===== src/rtl/cyc_timer_pkg.sv =====
`timescale 1ns/1ps
package cyc_timer_pkg;
  // Owner of the shared prescaler, decoded from the assignment bit.
  typedef enum logic {
    OWN_TIMER = 1'b0,
    OWN_WDT   = 1'b1
  } pre_owner_t;

  // Source of counter events, decoded from the source bit.
  typedef enum logic {
    SRC_CYCLE = 1'b0,
    SRC_PIN   = 1'b1
  } src_sel_t;
endpackage


===== src/rtl/cyc_timer_insync.sv =====
`timescale 1ns/1ps
// Brings the asynchronous pin into the clock domain and detects the chosen edge.
module cyc_timer_insync #(
  parameter int STAGES = 2
) (
  input  logic clk,
  input  logic rst,
  input  logic pin,
  input  logic fall_sel,
  output logic edge_ev
);
  localparam int TOP = STAGES - 1;

  logic [STAGES-1:0] chain;
  logic              prev;

  always_ff @(posedge clk) begin
    if (rst) begin
      chain <= '0;
      prev  <= 1'b0;
    end else begin
      chain <= {chain[STAGES-2:0], pin};
      prev  <= chain[TOP];
    end
  end

  always_comb begin
    if (fall_sel) edge_ev = prev & ~chain[TOP];
    else          edge_ev = chain[TOP] & ~prev;
  end

  // an edge event lasts a single cycle unless the polarity was switched
  p_edge_gap_r3: assert property (@(posedge clk) disable iff (rst)
    edge_ev |=> (!edge_ev || fall_sel != $past(fall_sel)));
endmodule


===== src/rtl/cyc_timer_prescale.sv =====
`timescale 1ns/1ps
// Shared prescaler; the division span depends on which path owns it.
module cyc_timer_prescale #(
  parameter int PRE_W = 8,
  parameter int RAT_W = 3
) (
  input  logic             clk,
  input  logic             rst,
  input  logic             to_wdt,
  input  logic [RAT_W-1:0] ratio,
  input  logic             ev,
  input  logic             clr,
  output logic             tick
);
  localparam logic [PRE_W:0] ONE = (PRE_W+1)'(1);

  logic [PRE_W-1:0] cnt;
  logic [RAT_W:0]   shamt;
  logic [PRE_W:0]   span;
  logic [PRE_W-1:0] mask;

  always_comb begin
    // Counter path divides by 2^(N+1), watchdog path by 2^N.
    shamt = {1'b0, ratio} + {{RAT_W{1'b0}}, ~to_wdt};
    span  = (ONE << shamt) - ONE;
    mask  = span[PRE_W-1:0];
    tick  = ev && !clr && ((cnt & mask) == mask);
  end

  always_ff @(posedge clk) begin
    if (rst)      cnt <= '0;
    else if (clr) cnt <= '0;
    else if (ev)  cnt <= cnt + PRE_W'(1);
  end

  // after a clear, only a 1:1 span can tick in the next cycle
  p_clr_restart_r8: assert property (@(posedge clk) disable iff (rst)
    clr |=> (!tick || mask == '0));
endmodule


===== src/rtl/cyc_timer_core.sv =====
`timescale 1ns/1ps
// Count register, overflow flag and the hold-off window that follows a load.
module cyc_timer_core #(
  parameter int CNT_W    = 8,
  parameter int HOLD_CYC = 2
) (
  input  logic             clk,
  input  logic             rst,
  input  logic             ce,
  input  logic             wr_en,
  input  logic [CNT_W-1:0] wr_data,
  input  logic             inc,
  input  logic             ovf_clr,
  output logic [CNT_W-1:0] cnt,
  output logic             ovf,
  output logic             hold
);
  localparam int HW = $clog2(HOLD_CYC + 1);

  logic [HW-1:0] hold_cnt;

  assign hold = (hold_cnt != '0);

  always_ff @(posedge clk) begin
    if (rst) begin
      hold_cnt <= '0;
    end else if (wr_en) begin
      hold_cnt <= HW'(HOLD_CYC);
    end else if (ce && hold) begin
      hold_cnt <= hold_cnt - HW'(1);
    end
  end

  always_ff @(posedge clk) begin
    if (rst) begin
      cnt <= '0;
    end else if (wr_en) begin
      cnt <= wr_data;
    end else if (inc) begin
      cnt <= cnt + CNT_W'(1);
    end
  end

  // A wrap sets the flag and wins over a clear in the same cycle.
  always_ff @(posedge clk) begin
    if (rst) begin
      ovf <= 1'b0;
    end else if (!wr_en && inc && (&cnt)) begin
      ovf <= 1'b1;
    end else if (ovf_clr) begin
      ovf <= 1'b0;
    end
  end

  p_load_r4: assert property (@(posedge clk) disable iff (rst)
    wr_en |=> cnt == $past(wr_data));

  p_hold_freeze_r5: assert property (@(posedge clk) disable iff (rst)
    (hold && !wr_en) |=> cnt == $past(cnt));

  p_ovf_keep_r10: assert property (@(posedge clk) disable iff (rst)
    (ovf && !ovf_clr) |=> ovf);

  p_wrap_r10: assert property (@(posedge clk) disable iff (rst)
    (inc && !wr_en && cnt == '1) |=> (ovf && cnt == '0));
endmodule


===== src/rtl/cyc_timer.sv =====
`timescale 1ns/1ps
module cyc_timer
  import cyc_timer_pkg::*;
#(
  parameter int CNT_W       = 8,
  parameter int PRE_W       = 8,
  parameter int RAT_W       = 3,
  parameter int SYNC_STAGES = 2,
  parameter int HOLD_CYC    = 2
) (
  input  logic             clk,
  input  logic             rst,
  input  logic             ce,
  input  logic             ext_clk,
  input  logic [RAT_W+2:0] cfg,
  input  logic             wr_en,
  input  logic [CNT_W-1:0] wr_data,
  output logic [CNT_W-1:0] rd_data,
  input  logic             ovf_clr,
  input  logic             wdt_clr,
  input  logic             wdt_tick_in,
  output logic             ovf_flag,
  output logic             wdt_tick_out
);
  src_sel_t         src;
  pre_owner_t       owner;
  logic             fall_sel;
  logic [RAT_W-1:0] ratio;

  assign src      = src_sel_t'(cfg[RAT_W+2]);
  assign fall_sel = cfg[RAT_W+1];
  assign owner    = pre_owner_t'(cfg[RAT_W]);
  assign ratio    = cfg[RAT_W-1:0];

  logic pin_ev, src_ev, run_ev, hold;
  logic pre_ev, pre_clr, pre_tick, inc;

  cyc_timer_insync #(.STAGES(SYNC_STAGES)) u_sync (
    .clk(clk), .rst(rst), .pin(ext_clk), .fall_sel(fall_sel), .edge_ev(pin_ev)
  );

  always_comb begin
    src_ev  = (src == SRC_PIN) ? pin_ev : ce;
    run_ev  = src_ev && !hold && !wr_en;
    pre_ev  = (owner == OWN_WDT) ? wdt_tick_in : run_ev;
    pre_clr = (owner == OWN_WDT) ? wdt_clr     : wr_en;
    inc     = (owner == OWN_WDT) ? run_ev      : pre_tick;
  end

  cyc_timer_prescale #(.PRE_W(PRE_W), .RAT_W(RAT_W)) u_pre (
    .clk(clk), .rst(rst), .to_wdt(owner == OWN_WDT), .ratio(ratio),
    .ev(pre_ev), .clr(pre_clr), .tick(pre_tick)
  );

  cyc_timer_core #(.CNT_W(CNT_W), .HOLD_CYC(HOLD_CYC)) u_core (
    .clk(clk), .rst(rst), .ce(ce), .wr_en(wr_en), .wr_data(wr_data),
    .inc(inc), .ovf_clr(ovf_clr), .cnt(rd_data), .ovf(ovf_flag), .hold(hold)
  );

  always_ff @(posedge clk) begin
    if (rst) wdt_tick_out <= 1'b0;
    else     wdt_tick_out <= (owner == OWN_WDT) ? pre_tick : wdt_tick_in;
  end

  // with the prescaler on the counter, the watchdog tick passes through
  p_wdt_bypass_r11: assert property (@(posedge clk) disable iff (rst)
    (owner == OWN_TIMER) |=> wdt_tick_out == $past(wdt_tick_in));
endmodule


===== config.mk =====
export PLATFORM = sky130hd
export DESIGN_NAME = cyc_timer
export DESIGN_NICKNAME = d
export VERILOG_FILES = /design/src/rtl/cyc_timer_pkg.sv /design/src/rtl/cyc_timer_insync.sv /design/src/rtl/cyc_timer_prescale.sv /design/src/rtl/cyc_timer_core.sv /design/src/rtl/cyc_timer.sv
export SDC_FILE = /design/constraint.sdc
export NUM_CORES = 1
export LEC_CHECK = 0
export CAP_MARGIN = 20
export CORE_UTILIZATION = 29
export CTS_CLUSTER_DIAMETER = 50
export DETAILED_ROUTE_END_ITERATION = 8
export PLACE_DENSITY = 0.57
export SLEW_MARGIN = 5
export SYNTH_ARGS = -nofsm -noshare
export SYNTH_HDL_FRONTEND = slang
export SYNTH_HIERARCHICAL = 1
export SYNTH_SLANG_ARGS = --single-unit

===== constraint.sdc =====
create_clock -name clk -period 5.1 [get_ports clk]
set_clock_uncertainty 0.1 [all_clocks]
set_input_delay 1.53 -clock clk [delete_from_list [all_inputs] [get_ports clk]]
set_output_delay 1.53 -clock clk [all_outputs]
set_load 0.05 [all_outputs]

==> metrics.md <==
| Metric | Value |
|---|---|
| IO Port Bufs | `31` |
| Critical path endpoint category | `flip-flop` |
| Antenna-violating nets left | `0` |
| Final WL | `3.684 mm` |
| Post-layout util | `0.4339` |
| Setup Crit Path Kind | `primary input to flip-flop` |
| Dpl cells | `302` |
| Adder-cell share of the synthesized area | `0.05691` |
| H-tree depth | `1` |
| Largest net degree at the start of global routing | `19` |
| DIE AREA | `5602 µm²` |
| Total congestion overflow | `0` |
| Critical-path maximum fanout | `5` |
| Worst min-delay path class | `flip-flop to flip-flop` |
| Synth async-reset ratio | `0` |
| Root Buffer | `clkbuf_8` |
| Routed vias | `1501` |
| Final-report hold violation count | `0` |
| Setup-failing EPs final | `0` |
| EDFF count, synth | `0` |
| Post-DP HPWL | `2.693 mm` |
| Initial Util | `0.3013` |
| Die height | `74.85 µm` |
| Net Count, Synth | `218` |
| Distinct cell type count after synthesis | `51` |
| Outcome | `finished, final reports clean` |
| Most frequent cells in the layout | `clkdlybuf4s50_1 (27), dfxtp_1 (23), buf_4 (22)` |
| CTS Sinks | `23` |
| Tot GR Track Use | `0.1387` |
| Compound-Gate Fraction of Synth Area | `0.2016` |
| Iteration count of the initial detailed-routing pass | `4` |
| Wire per inst | `11.92 µm` |
| Layout area overhead | `43.98%` |
| Clock latency on the worst-skew pair | `0.26 ns` |
| Share of cells above drive strength 1 | `0.2176` |
| Final period util | `0.9627` |
| Pins Over Slew Limit | `0` |
| Placer Congestion | `0.8434` |
| Commonest non-fill, non-tap cell in the layout | `clkdlybuf4s50_1` |
| Critical path's largest stage delay | `0.41 ns` |
| Max clock buf depth | `2` |
| Seq/Total Area, Yosys | `0.2992` |
| Finished Layout Cells | `309` |
| Initial antenna violation count | `0` |
| Peak Freq | `203.7 MHz` |
| Peak supply drop | `0.1320 mV` |
| Static leakage | `0.8636 nW` |
| Synth Area in Simple Gates | `0.2659` |
| Most used DFF post-synth | `dfxtp_1` |
| TritonCTS clock tree | `built` |
| Crit start category | `primary input` |
| Post-layout total power | `0.0004441 W` |
| #FFs+latches synth | `23` |
| Power Density | `200.4 nW/µm²` |
| Antenna diode count | `0` |
| Synth Instances | `189` |
| Worst-Margin Slew | `0.6377 ns` |
| Post-DP Area | `2066 µm²` |
| Vias in the first global route | `1385` |
| Crit path top cell by count | `ha_4` |
| IO Pins | `32` |
| Core ar. | `5107 µm²` |
| First-pass GRT wire length | `6.003 mm` |
| Xor/xnor cell area share of the yosys netlist | `0.07317` |
| Worst-path cell chain | `clkbuf_2 -> ha_4 -> ha_4 -> or2_4 -> o22a_1 -> or2_4 -> ha_4 -> nor2_1 -> nor3b_2 -> o41a_1 -> o2111ai_2 -> nor4_4 -> inv_1 -> o22ai_2 -> buf_6 -> or4b_1 -> or3_1 -> o221ai_1` |
| Clock transition at path regs | `0.08 ns` |
| YS warnings | `6` |
| Required time of the critical path | `5.18 ns` |
| Post-route cell area | `2216 µm²` |
| Tmin final | `4.910 ns` |
| Post-route DRC | `0` |
| Post-synthesis mux area share | `0.04797` |
| Slowest cell on crit path | `or4b_1` |
| Final #Nets | `269` |
| Slew HR | `0.5735` |
| Initial DRC Count | `60` |
| Max-Cap Viols | `0` |
| WP data arrival | `4.99 ns` |
| Std-Cell Rows | `26` |
| Clock buffer count from CTS | `3` |
| Largest family of logic cells by synthesized area | `simple AND/OR/NAND/NOR gates` |
| Syn avg cell area | `8.143 µm²` |
| Die width | `74.85 µm` |
| Area of the mapped netlist | `1539 µm²` |
| Via/cell ratio | `4.858` |
[flip-flops by register name, indices dropped and copies added, names as in the netlist]
signal           count
u_core/cnt           8
u_sync/prev          1
u_pre/cnt            8
wdt_tick_out         1
u_core/hold_cnt      2
u_core/ovf           1
u_sync/chain         2
[path summary, 6_finish.rpt]
check                          to  cells past startpoint  slack (ns)       startpoint
setup / recovery    u_core/cnt[7]                     18        0.19           cfg[0]
hold / removal    u_sync/chain[1]                      1        0.34  u_sync/chain[0]
hold reg to reg   u_sync/chain[1]                      1        0.34  u_sync/chain[0]
setup reg to reg    u_core/cnt[7]                     14        1.80      u_sync/prev
[synth_stat cells (all sizes together), types with 2 or more instances]
| master | instances | share of area |
|---|---|---|
| dfxtp | 23 | 0.30 |
| nor2 | 20 | 0.049 |
| nand2 | 16 | 0.039 |
| a21oi | 14 | 0.046 |
| inv | 9 | 0.022 |
| xor2 | 9 | 0.056 |
| ha | 7 | 0.057 |
| nand4 | 6 | 0.028 |
| o21ai | 6 | 0.020 |
| buf | 5 | 0.021 |
| clkbuf | 5 | 0.012 |
| nor2b | 5 | 0.020 |
| or3 | 5 | 0.020 |
| mux2i | 4 | 0.026 |
| nand3 | 4 | 0.013 |
| o22ai | 4 | 0.020 |
| or2 | 4 | 0.016 |
| a211oi | 3 | 0.015 |
| mux2 | 3 | 0.022 |
| nand2b | 3 | 0.012 |
| xnor2 | 3 | 0.017 |
| a22oi | 2 | 0.013 |
| a311oi | 2 | 0.011 |
| and2 | 2 | 0.0081 |
| nand3b | 2 | 0.0098 |
| nor3b | 2 | 0.0098 |
| o211a | 2 | 0.013 |
| o22a | 2 | 0.011 |
| or4b | 2 | 0.013 |
[worst max-delay path, delay by kind of cell]
family	cells	cell delay, ns
AOI/OAI and AO/OA	5	0.81
buffers and inverters	3	0.32
and+or+nand+nor	7	1.75
adders and majority gates	3	0.59
[cell type report]
class,instances,area [µm²]
Timing Repair Buffer,56,510.5
Clock inverter,1,5.005
Inverter,9,33.78
Clock buffer,3,41.29
Multi-Input combinational cell,147,1077
Fill cell,523,2892
Tap cell,70,87.58
Sequential cell,23,460.4
[where the power goes]
group	switching [W]	total [W]	internal, W
clock network	0.0000588	0.000113	0.0000545
registers	0.00000686	0.000193	0.000186
logic	0.0000700	0.000138	0.0000676
total	0.000136	0.000444	0.000308
[repair_timing]
item | in CTS | in global routing
hold endpoints to repair | 0 | 0
hold buffers | 0 | 0
buffers inserted | 1 | 2
gates cloned | 0 | 0
pin swaps | 5 | 10
resized for setup | 10 | 17
setup endpoints to repair | 9 | 7
[metrics by stage]
step                      setup slack (ns)   TNS (ns)  hold slack, ns
after floorplan                    0.04877          0          0.3138
after global placement             -0.5474     -3.848          0.3242
after detailed placement           -0.6866     -4.961          0.3281
after CTS                          0.06577          0          0.3486
after global routing             -0.005425  -0.005425          0.3669
final                               0.1901          0          0.3425
[cell families after synthesis]
kind of cell | after synthesis
adders and majority gates | 7
DFF | 23
muxes | 7
AOI/OAI and AO/OA | 44
xor gates and xnor gates | 12
and+or+nand+nor | 77
buffers and inverters | 19
[metal layers]
layer / up-vias / track usage / share of wire
met4: 0 / 0.04612 / 0.0065
met3: 2 / 0.02008 / 0.035
li1: 781 / - / -
met1: 688 / 0.1740 / 0.47
met2: 30 / 0.2432 / 0.49
met5: - / 0 / 0
Note: power is estimated with default switching activity, not from simulation.
